## config.mk

```make
export PLATFORM = sky130hd
export DESIGN_NAME = gpio_irq_detector
export DESIGN_NICKNAME = d
export VERILOG_FILES = /design/src/rtl/gpio_irq_pkg.sv /design/src/rtl/gpio_irq_event.sv /design/src/rtl/gpio_irq_status.sv /design/src/rtl/gpio_irq_summary.sv /design/src/rtl/gpio_irq_detector.sv
export SDC_FILE = /design/constraint.sdc
export NUM_CORES = 1
export LEC_CHECK = 0
export BUFFER_PORTS_ARGS = -buffer_cell sky130_fd_sc_hd__buf_2
export CORE_MARGIN = 10
export CORE_UTILIZATION = 38
export CTS_CLUSTER_SIZE = 25
export DETAILED_ROUTE_END_ITERATION = 8
export PLACE_DENSITY = 0.88
export SYNTH_ARGS = -nofsm -noshare
export SYNTH_HDL_FRONTEND = slang
export SYNTH_SLANG_ARGS = --single-unit
```

## constraint.sdc

```tcl
create_clock -name clk_i -period 1.81 [get_ports clk_i]
set_clock_uncertainty 0.2 [all_clocks]
set_input_delay 0.181 -clock clk_i [delete_from_list [all_inputs] [get_ports clk_i]]
set_output_delay 0.181 -clock clk_i [all_outputs]
set_load 0.1 [all_outputs]
```

## src/rtl/gpio_irq_pkg.sv

```systemverilog
package gpio_irq_pkg;
  typedef enum logic [1:0] {
    DET_LEVEL = 2'd0,
    DET_RISE  = 2'd1,
    DET_FALL  = 2'd2,
    DET_BOTH  = 2'd3
  } det_mode_e;
endpackage

```

## src/rtl/gpio_irq_event.sv

```systemverilog
module gpio_irq_event #(
  parameter int DET_W = 2
) (
  input  logic             clk_i,
  input  logic             rst_ni,
  input  logic             pin_i,
  input  logic [DET_W-1:0] mode_i,
  input  logic             pol_i,
  output logic             evt_o,
  output logic             level_o
);
  import gpio_irq_pkg::*;

  logic prev_q, rise, fall, lvl_hit;

  always_ff @(posedge clk_i or negedge rst_ni) begin
    if (!rst_ni) prev_q <= 1'b0;
    else         prev_q <= pin_i;
  end

  assign rise    = pin_i & ~prev_q;
  assign fall    = ~pin_i & prev_q;
  assign lvl_hit = (pin_i == pol_i);

  generate
    if (DET_W == 2) begin : g_wide
      det_mode_e mode;
      assign mode = det_mode_e'(mode_i);
      always_comb begin
        level_o = 1'b0;
        unique case (mode)
          DET_LEVEL: begin evt_o = lvl_hit; level_o = 1'b1; end
          DET_RISE:  evt_o = rise;
          DET_FALL:  evt_o = fall;
          DET_BOTH:  evt_o = rise | fall;
          default:   evt_o = 1'b0;
        endcase
      end
    end else begin : g_narrow
      // bit set: edge mode, polarity picks direction
      assign level_o = ~mode_i[0];
      assign evt_o   = mode_i[0] ? (pol_i ? rise : fall) : lvl_hit;
    end
  endgenerate
endmodule

```

## src/rtl/gpio_irq_status.sv

```systemverilog
module gpio_irq_status (
  input  logic clk_i,
  input  logic rst_ni,
  input  logic evt_i,
  input  logic level_i,
  input  logic rec_i,
  input  logic ack_we_i,
  input  logic ack_val_i,
  input  logic ack_high_i,
  output logic status_o
);
  logic status_q, ack_clr;

  assign ack_clr = ack_we_i & (ack_val_i == ack_high_i);

  always_ff @(posedge clk_i or negedge rst_ni) begin
    if (!rst_ni)             status_q <= 1'b0;
    else if (level_i)        status_q <= rec_i & evt_i;
    else if (rec_i && evt_i) status_q <= 1'b1;
    else if (ack_clr)        status_q <= 1'b0;
  end

  assign status_o = status_q;

  assert_no_spurious_set_R7: assert property (@(posedge clk_i) disable iff (!rst_ni)
    (!rec_i && !status_q) |=> !status_q);
  assert_rose_needs_event_R3: assert property (@(posedge clk_i) disable iff (!rst_ni)
    $rose(status_q) |-> $past(rec_i && evt_i));
  assert_event_beats_ack_R9: assert property (@(posedge clk_i) disable iff (!rst_ni)
    (!level_i && rec_i && evt_i && ack_we_i) |=> status_q);
  assert_ack_clears_R8: assert property (@(posedge clk_i) disable iff (!rst_ni)
    (!level_i && !evt_i && ack_we_i && (ack_val_i == ack_high_i)) |=> !status_q);
endmodule

```

## src/rtl/gpio_irq_summary.sv

```systemverilog
module gpio_irq_summary #(
  parameter int N_PINS = 4,
  parameter int TGT_W  = 3
) (
  input  logic                    clk_i,
  input  logic                    rst_ni,
  input  logic [N_PINS-1:0]       status_i,
  input  logic [N_PINS-1:0]       en_i,
  input  logic [N_PINS*TGT_W-1:0] target_i,
  output logic                    irq_o,
  output logic [TGT_W-1:0]        target_o
);
  logic [N_PINS-1:0] pend;

  assign pend  = status_i & en_i;
  assign irq_o = |pend;

  always_comb begin
    target_o = '0;
    for (int k = N_PINS - 1; k >= 0; k--)
      if (pend[k]) target_o = target_i[k*TGT_W +: TGT_W];
  end

  assert_idle_target_R11: assert property (@(posedge clk_i) disable iff (!rst_ni)
    !irq_o |-> (target_o == '0));
  assert_pending_lowest_R10: assert property (@(posedge clk_i) disable iff (!rst_ni)
    (status_i[0] && en_i[0]) |-> (irq_o && target_o == target_i[TGT_W-1:0]));
endmodule

```

## src/rtl/gpio_irq_detector.sv

```systemverilog
module gpio_irq_detector #(
  parameter int N_PINS = 4,
  parameter int DET_W  = 2,
  parameter int TGT_W  = 3
) (
  input  logic                    clk_i,
  input  logic                    rst_ni,
  input  logic [N_PINS-1:0]       pin_i,
  input  logic [N_PINS-1:0]       irq_en_i,
  input  logic [N_PINS-1:0]       raw_en_i,
  input  logic [N_PINS*DET_W-1:0] det_mode_i,
  input  logic [N_PINS-1:0]       pol_i,
  input  logic [N_PINS-1:0]       ack_high_i,
  input  logic [N_PINS*TGT_W-1:0] target_i,
  input  logic [N_PINS-1:0]       ack_we_i,
  input  logic [N_PINS-1:0]       ack_val_i,
  output logic [N_PINS-1:0]       status_o,
  output logic                    irq_o,
  output logic [TGT_W-1:0]        irq_target_o
);
  logic [N_PINS-1:0] evt, level;

  for (genvar k = 0; k < N_PINS; k++) begin : g_pin
    gpio_irq_event #(.DET_W(DET_W)) u_evt (
      .clk_i   (clk_i),
      .rst_ni  (rst_ni),
      .pin_i   (pin_i[k]),
      .mode_i  (det_mode_i[k*DET_W +: DET_W]),
      .pol_i   (pol_i[k]),
      .evt_o   (evt[k]),
      .level_o (level[k])
    );
    gpio_irq_status u_stat (
      .clk_i      (clk_i),
      .rst_ni     (rst_ni),
      .evt_i      (evt[k]),
      .level_i    (level[k]),
      .rec_i      (raw_en_i[k] | irq_en_i[k]),
      .ack_we_i   (ack_we_i[k]),
      .ack_val_i  (ack_val_i[k]),
      .ack_high_i (ack_high_i[k]),
      .status_o   (status_o[k])
    );
  end

  gpio_irq_summary #(.N_PINS(N_PINS), .TGT_W(TGT_W)) u_sum (
    .clk_i    (clk_i),
    .rst_ni   (rst_ni),
    .status_i (status_o),
    .en_i     (irq_en_i),
    .target_i (target_i),
    .irq_o    (irq_o),
    .target_o (irq_target_o)
  );
endmodule

```

# Word-level counts from Yosys, hierarchy flattened
# Index checks and enable logic that the tools add are counted.
# word_totals
ff_bits,8
latch_bits,0
ramBits,0
romBits,0
in_bits,50
out_inout_bits,8
word_cells,98
mem_count,0
# classes
n_addsub,0
n_mul,0
div,0
magnitude_cmp,0
eq_ne,20
shift,0
n_mux,24
bitwise,33
n_reduce_logical,13
# ops
op,n
$and 1x1->1,16
$eq 2x2->1 const B,8
$mux 1,16
$pmux 1 s4,4
$mux 3,4
$reduce_bool 3->1,4
$eq 1x1->1,8
$eq 2x1->1 const B,4
$logic_not 2->1,4
$not 1->1,8
$or 1x1->1,8
$and 4x4->4,1
$logic_and 1x1->1,4
$reduce_or 4->1,1

# Longest topological paths before layout
# Gate-level depths: netlist of run 1.
# logic_depth
word_depth,7
mapped_depth,6
ltp_nobuf,6

# Cells and area by module
# Synthesis of run 1 repeated with hierarchy kept, for this count alone.
# hier_totals
cells_unflattened,86
area_unflattened_um2,795.8
# modules_own_cells
module,instances,cells_per_inst,area_each_um2,seq_area_each_um2
gpio_irq_event,4,9,96.3,25.0
gpio_irq_status,4,6,61.3,25.0
gpio_irq_summary,1,22,140.1,0.0
gpio_irq_detector,1,4,25.0,0.0

# Worst setup path after synthesis of run 1
# Ideal clock, no wire load.
# synth_path
kind,flip-flop to output port
start,reg g_pin[2].u_stat.status_q
end,out irq_target_o[0]
arrival_time_ns,2.090
required_time_ns,1.429
path_slack_ns,-0.661
stages_incl_launch_ff,5
n_path_buf,0
path_cell_list,dfrtp_1 and2_4 nor2_2 a221oi_1 o21ai_1
# synth_via
elab_chain_cells,4
# synth_rtl
item,line,source
"start, declared",gpio_irq_status.sv:12,"logic status_q, ack_clr;"
"start signal, assigned",gpio_irq_status.sv:18,else if (level_i) status_q <= rec_i & evt_i;
$and 4x4->4,gpio_irq_summary.sv:15,assign pend = status_i & en_i;
$mux 3 (3 in series),gpio_irq_summary.sv:21,if (pend[k]) target_o = target_i[k*TGT_W +: TGT_W];
"end, declared",gpio_irq_detector.sv:19,output logic [TGT_W-1:0] irq_target_o
# Every way passes these cells.

# Final worst setup path of run 1
# Ends and elaborated chain as after synthesis.

==> summary.md, run 1 <==
| Metric | Value |
|---|---|
| Outcome | complete, but fails checks |
| Failing checks | negative setup slack |
| Fin util | 0.704 |
| R2r startpoint | g_pin[0].u_evt.prev_q |
| Slowest cell on crit path | dfrtp_1 |
| Synth Cell Area | 734 sq um |
| Final TNS setup | -113 ps |
| CORE AREA | 0.00178 sq mm |
| CP Launch Type | flip-flop |
| Clock power frac | 0.145 |
| Clock Tree Buf Depth | 2 |
| VDD IR max | 501 uV |
| LEAKAGE | 0.627 nW |
| H-tree levels | 1 |
| Max-cap violation count | 0 |
| PortBufs | 57 |
| Multi-input logic area | 578 sq um |
| Post-synthesis sequential area ratio | 0.273 |
| Mapped Nets | 147 |
| Drt wl/cell | 16.3 um |
| Remaining antenna violation count | 0 |
| First-pass GRT wire length | 4460 um |
| Ys flop type | dfrtp_1 |
| RSZ-0062 raised after global routing | true |
| Initial core utilization | 0.412 |
| GRT overflow | 0 |
| Synth-to-layout area growth | 70.9% |
| CTS tree | done |
| Avg Inst Size Synth | 8.25 sq um |
| Crit path from | g_pin[2].u_stat.status_o |
| Largest net degree at the start of global routing | 9 |
| Final WL | 2870 um |
| Rows | 15 |
| Worst skew pair latency | 250 ps |
| Most common cell in the netlist | nor2_1 |
| Synth Register Bits | 8 |
| Setup Viol. Count Final | 3 |
| Worst hold path type | in2reg |
| Post-synth EDFFs | 0 |
| Slew @ Worst Pin | 500 ps |
| Initial DRC Count | 26 |
| P_int | 482 uW |
| Number of global-route vias before repair | 985 |
| Yosys warns | 0 |
| Initial antenna violation count | 0 |
| Post-Synthesis Cells | 89 |
| Gpl congestion | 0.791 |
| Pre-Repair DR Iteration Count | 2 |
| DRC | 0 |
| Final worst-path cycle share | 1.03 |
| CTS root buf | clkbuf_4 |
| Die W | 64.0 um |
| Worst-path fanout max | 5 |
| Design area | 0.00125 sq mm |
| Die area | 0.00409 sq mm |
| R2R Path End | g_pin[0].u_stat.status_o |
| Top post-synthesis cells by area | dfrtp_1 (27%), ha_1 (14%), a221oi_1 (7.2%), nor2_1 (5.6%), o32a_1 (5.5%) |
| Slew Viols, Final | 0 |
| Vias post-DR | 909 |
| Clock-pin slew on the worst setup and hold paths | 60 ps |
| Antenna Cells | 0 |
| Pre-CTS setup slack | 64.3 ps |
| Placed Area | 0.00110 sq mm |
| Worst r2r path cells | 5 |
| Reg area | 200 sq um |
| Crit path to | irq_target_o[0] |
| Slack of the critical path | -46.1 ps |
| CP peak stage delay | 380 ps |
| Type of the worst setup path | reg2out |
| Net Sw Power | 484 uW |
| Combinational power share | 0.634 |
| Share of power burned in registers | 0.220 |
| Crit-path cells | and2_4 -> nor2_4 -> a221oi_4 -> o21ai_4 -> buf_12 |
| R2r setup slk | 380 ps |
| Worst slew margin | 0.669 |
| FMAX | 539 MHz |
| Synth area leader | dfrtp_1 |
| Area share of the largest cell type after synthesis | 0.273 |
| Final Hold Viols | 0 |
| Switching Fraction | 0.501 |
| CTS Sinks | 8 |
| Period minus WS final | 1860 ps |
| Fillers | 143 |
| Final net count | 211 |
| Hold WS | 14.2 ps |
| Die H | 64.0 um |
| Cell Pwr Density | 770 mW/mm^2 |
| Layout cells sized above 1 | 0.477 |
| Ports | 58 |
| Via density | 5.16 |
| Crit path DAT | 1480 ps |
| CP endpoint kind | output port |
| DP HPWL | 2300 um |
| Post-synth ARST share | 1.00 |
| CTS buffer count | 3 |
| Post-synthesis cell type count | 20 |
| Total GRT Usage | 0.137 |
| Synth cell count leaders | nor2_1 (11), nand2_1 (10), dfrtp_1 (8), ha_1 (8), inv_1 (8) |
| WP data required | 1430 ps |
registers in the layout, summed over array words and instances, names as in the netlist:
signal	count
g_pin.u_stat.status_o	4
g_pin.u_evt.prev_q	4
cell type report:
type | instances | share of cell area
multi-input combinational | 69 | 0.461
timing repair buffer | 63 | 0.313
sequential | 8 | 0.160
tap | 25 | 0.0249
inverter | 8 | 0.0239
clock buffer | 3 | 0.0179
worst min path at each step:
| stage | startpoint | end | cells after the start |
|---|---|---|---|
| final | det_mode_i[2] | g_pin[1].u_stat.status_o | 2 |
| after CTS | det_mode_i[3] | g_pin[1].u_stat.status_o | 2 |
| after floorplan | rst_ni | g_pin[0].u_evt.prev_q | 0 |
| after global placement | rst_ni | g_pin[1].u_evt.prev_q | 1 |
| after global routing | det_mode_i[2] | g_pin[1].u_stat.status_o | 2 |
| after detailed placement | rst_ni | g_pin[1].u_stat.status_o | 1 |
worst max-delay path: cells and delay by family (launching register included):
family	cells	cell delay (ps)
AO/OA/AOI/OAI	2	280
buffers and inverters	1	200
flip-flops	1	380
AND/OR/NAND/NOR	2	350
cells by family (layout without fill, tap and decap cells):
group	Yosys count	in the layout	synth area share
compound gates	26	26	0.252
xor+xnor	8	8	0.0954
buf+inv	12	74	0.0818
simple gates	27	27	0.162
fa+ha+maj	8	8	0.136
flops	8	8	0.273
cell usage in the layout, fill, tap and decap left out, drive strengths merged:
cell type    netlist  final
buf                4     56
nor2              12     12
nand2             10     10
o21ai             10     10
inv                8      8
ha                 8      8
dfrtp              8      8
dlygate4sd3        0      6
a221oi             6      6
xor2               4      4
xnor2              4      4
a21boi             4      4
o32a               4      4
clkbuf             0      4
and2               3      3
a21oi              1      1
nand3              1      1
nor3b              1      1
a211oi             1      1
power by group through the flow:
stage / Sequential, mW / Clock, mW / Combinational, mW
final: 0.213 / 0.140 / 0.613
after global routing: 0.216 / 0.157 / 0.644
after CTS: 0.213 / 0.144 / 0.599
after detailed placement: 0.216 / 0 / 0.563
after global placement: 0.214 / 0 / 0.548
after floorplan: 0.213 / 0 / 0.406
stage by stage:
| step | std cells | power [mW] |
|---|---|---|
| CTS | 176 | 0.956 |
| global placement | 167 | 0.762 |
| detailed placement | 167 | 0.779 |
| finish | 176 | 0.966 |
| floorplan | 89 | 0.620 |
| global route | 176 | 1.02 |
timing repair:
item | in CTS | in global routing
hold buffers | 6 | 0
gates resized for setup | 6 | 5
pin swaps | 5 | 7
endpoints found under the hold margin | 13 | 0
endpoints found under the setup margin | 3 | 8
setup buffers | 0 | 0
metal layers:
| metal | part of all wire | track usage | wire length [um] |
|---|---|---|---|
| met1 | 0.35 | 0.126 | 1010 |
| met2 | 0.52 | 0.252 | 1510 |
| met3 | 0.082 | 0.0488 | 235 |
| met4 | 0.041 | 0.0820 | 117 |
| met5 | 0 | 0 | 0 |
(Power assumes the default switching activity.)
==> inputs of run 2 (changes only) <==
--- a/config.mk
+++ b/config.mk
@@ -7,10 +7,11 @@
 export LEC_CHECK = 0
 export BUFFER_PORTS_ARGS = -buffer_cell sky130_fd_sc_hd__buf_2
 export CORE_MARGIN = 10
-export CORE_UTILIZATION = 38
+export CORE_UTILIZATION = 40
+export CTS_BUF_LIST = sky130_fd_sc_hd__clkbuf_4
 export CTS_CLUSTER_SIZE = 25
 export DETAILED_ROUTE_END_ITERATION = 8
-export PLACE_DENSITY = 0.88
+export PLACE_DENSITY = 0.91
 export SYNTH_ARGS = -nofsm -noshare
 export SYNTH_HDL_FRONTEND = slang
 export SYNTH_SLANG_ARGS = --single-unit
==> run 2 against run 1 <==
Highest routed layer unchanged. The flow still finishes with violations (negative setup slack). Clock power about the same. Sequential power about the same. Fmax down 0.97%. Total power up 1.2%.
==> summary.md, run 2 (synthesized netlist as in run 1, its figures left out) <==
| Metric | Value |
|---|---|
| CTS root buf | clkbuf_4 |
| Placed Area | 0.00105 sq mm |
| Final net count | 213 |
| CORE AREA | 0.00173 sq mm |
| Gpl congestion | 0.793 |
| Remaining antenna violation count | 0 |
| VDD IR max | 437 uV |
| Clock Tree Buf Depth | 2 |
| CTS Sinks | 8 |
| Outcome | complete, but fails checks |
| First-pass GRT wire length | 4750 um |
| P_int | 490 uW |
| Largest net degree at the start of global routing | 9 |
| H-tree levels | 1 |
| CTS buffer count | 3 |
| RSZ-0062 raised after global routing | true |
| Total GRT Usage | 0.146 |
| Worst skew pair latency | 250 ps |
| Worst slew margin | 0.673 |
| Final TNS setup | -132 ps |
| Synth-to-layout area growth | 73.1% |
| FMAX | 534 MHz |
| Ports | 58 |
| Commonest non-fill, non-tap cell in the layout | buf_2 |
| Layout cells sized above 1 | 0.464 |
| DRC | 0 |
| Hold Path Origin | det_mode_i[5] |
| GRT overflow | 0 |
| Die area | 0.00395 sq mm |
| Multi-input logic area | 577 sq um |
| Most frequent cells in the layout | buf_2 (53), nor2_1 (11), nand2_1 (10) |
| Share of power burned in registers | 0.219 |
| Crit path DAT | 1490 ps |
| Period minus WS final | 1870 ps |
| LEAKAGE | 0.634 nW |
| CTS tree | done |
| CP Launch Type | flip-flop |
| Failing checks | negative setup slack |
| Rows | 15 |
| Number of global-route vias before repair | 1,021 |
| Type of the worst setup path | reg2out |
| Final WL | 2930 um |
| Drt wl/cell | 16.5 um |
| Antenna Cells | 0 |
| Slew @ Worst Pin | 493 ps |
| Design area | 0.00127 sq mm |
| Pre-Repair DR Iteration Count | 4 |
| Crit path from | g_pin[2].u_stat.status_o |
| CP endpoint kind | output port |
| Pre-CTS setup slack | -16.4 ps |
| Clock power frac | 0.141 |
| Max-cap violation count | 0 |
| Slew Viols, Final | 0 |
| Switching Fraction | 0.499 |
| Clock-pin slew on the worst setup and hold paths | 50 ps |
| PortBufs | 57 |
| Initial core utilization | 0.425 |
| Setup Viol. Count Final | 3 |
| Fin util | 0.736 |
| Net Sw Power | 488 uW |
| Via density | 5.20 |
| Reg area | 200 sq um |
| Worst-path fanout max | 5 |
| Die H | 62.9 um |
| DP HPWL | 2080 um |
| Slack of the critical path | -64.3 ps |
| Worst hold path type | in2reg |
| Fillers | 132 |
| Vias post-DR | 925 |
| WP data required | 1430 ps |
| Die W | 62.9 um |
| Combinational power share | 0.640 |
| Final Hold Viols | 0 |
| Initial antenna violation count | 0 |
| Cell Pwr Density | 769 mW/mm^2 |
| R2r startpoint | g_pin[3].u_evt.prev_q |
| Initial DRC Count | 41 |
| Final worst-path cycle share | 1.04 |
-- run 2: changes by cell type in the layout (fill, tap and decap cells not counted) --
cell / previous run / this run
a221oi_4: 2 / 3
dlygate4sd3_1: 6 / 7
buf_4: 0 / 1
a221oi_1: 0 / 2
a221oi_2: 4 / 1
-- run 2: power groups by stage --
stage               clock network [mW]  registers (mW)  logic [mW]
finish                           0.137           0.214       0.626
global route                     0.158           0.216       0.655
CTS                              0.146           0.213       0.607
detailed placement                   0           0.217       0.507
global placement                     0           0.214       0.497
floorplan                            0           0.213       0.406
-- run 2: timing repair --
item | 4_1_cts | 5_1_grt
hold buffers | 7 | 0
endpoints found under the hold margin | 14 | 0
pin swaps | 5 | 4
setup buffers | 1 | 0
gates resized for setup | 19 | 3
endpoints found under the setup margin | 3 | 8
-- run 2: critical path: stages (launching register included) --
cell	delay, ps
dfrtp_1	370
and2_4	190
nor2_4	200
a221oi_4	110
o21ai_4	180
buf_12	190
-- run 2: final timing paths --
| kind | endpoint | slack [ps] | depth (start not counted) |
|---|---|---|---|
| setup / recovery | irq_target_o[2] | -60 | 5 |
| hold / removal | g_pin[2].u_stat.status_o | 10 | 2 |
| setup reg to reg | g_pin[3].u_stat.status_o | 370 | 5 |
| hold reg to reg | g_pin[1].u_stat.status_o | 520 | 2 |
| max in group asynchronous | g_pin[2].u_stat.status_o | 1140 | 2 |
| min in group asynchronous | g_pin[3].u_evt.prev_q | 100 | 2 |
-- run 2: metal layers --
metal,wire length [um],track usage
met5,0,0
met4,85,0.0559
met3,360,0.0914
met2,1310,0.247
met1,1170,0.139
-- run 2: cell type report --
| class | count | share of cell area |
|---|---|---|
| Tap cell | 25 | 0.0246 |
| Sequential cell | 8 | 0.157 |
| Multi-Input combinational cell | 69 | 0.454 |
| Inverter | 8 | 0.0236 |
| Timing Repair Buffer | 65 | 0.323 |
| Clock buffer | 3 | 0.0177 |
-- run 2: through the flow --
step	total power, mW	hold slack (ps)	cells
floorplan	0.620	-315	89
CTS	0.965	5.29	178
global route	1.03	8.47	178
global placement	0.711	-162	167
finish	0.977	14.5	178
detailed placement	0.724	-164	167
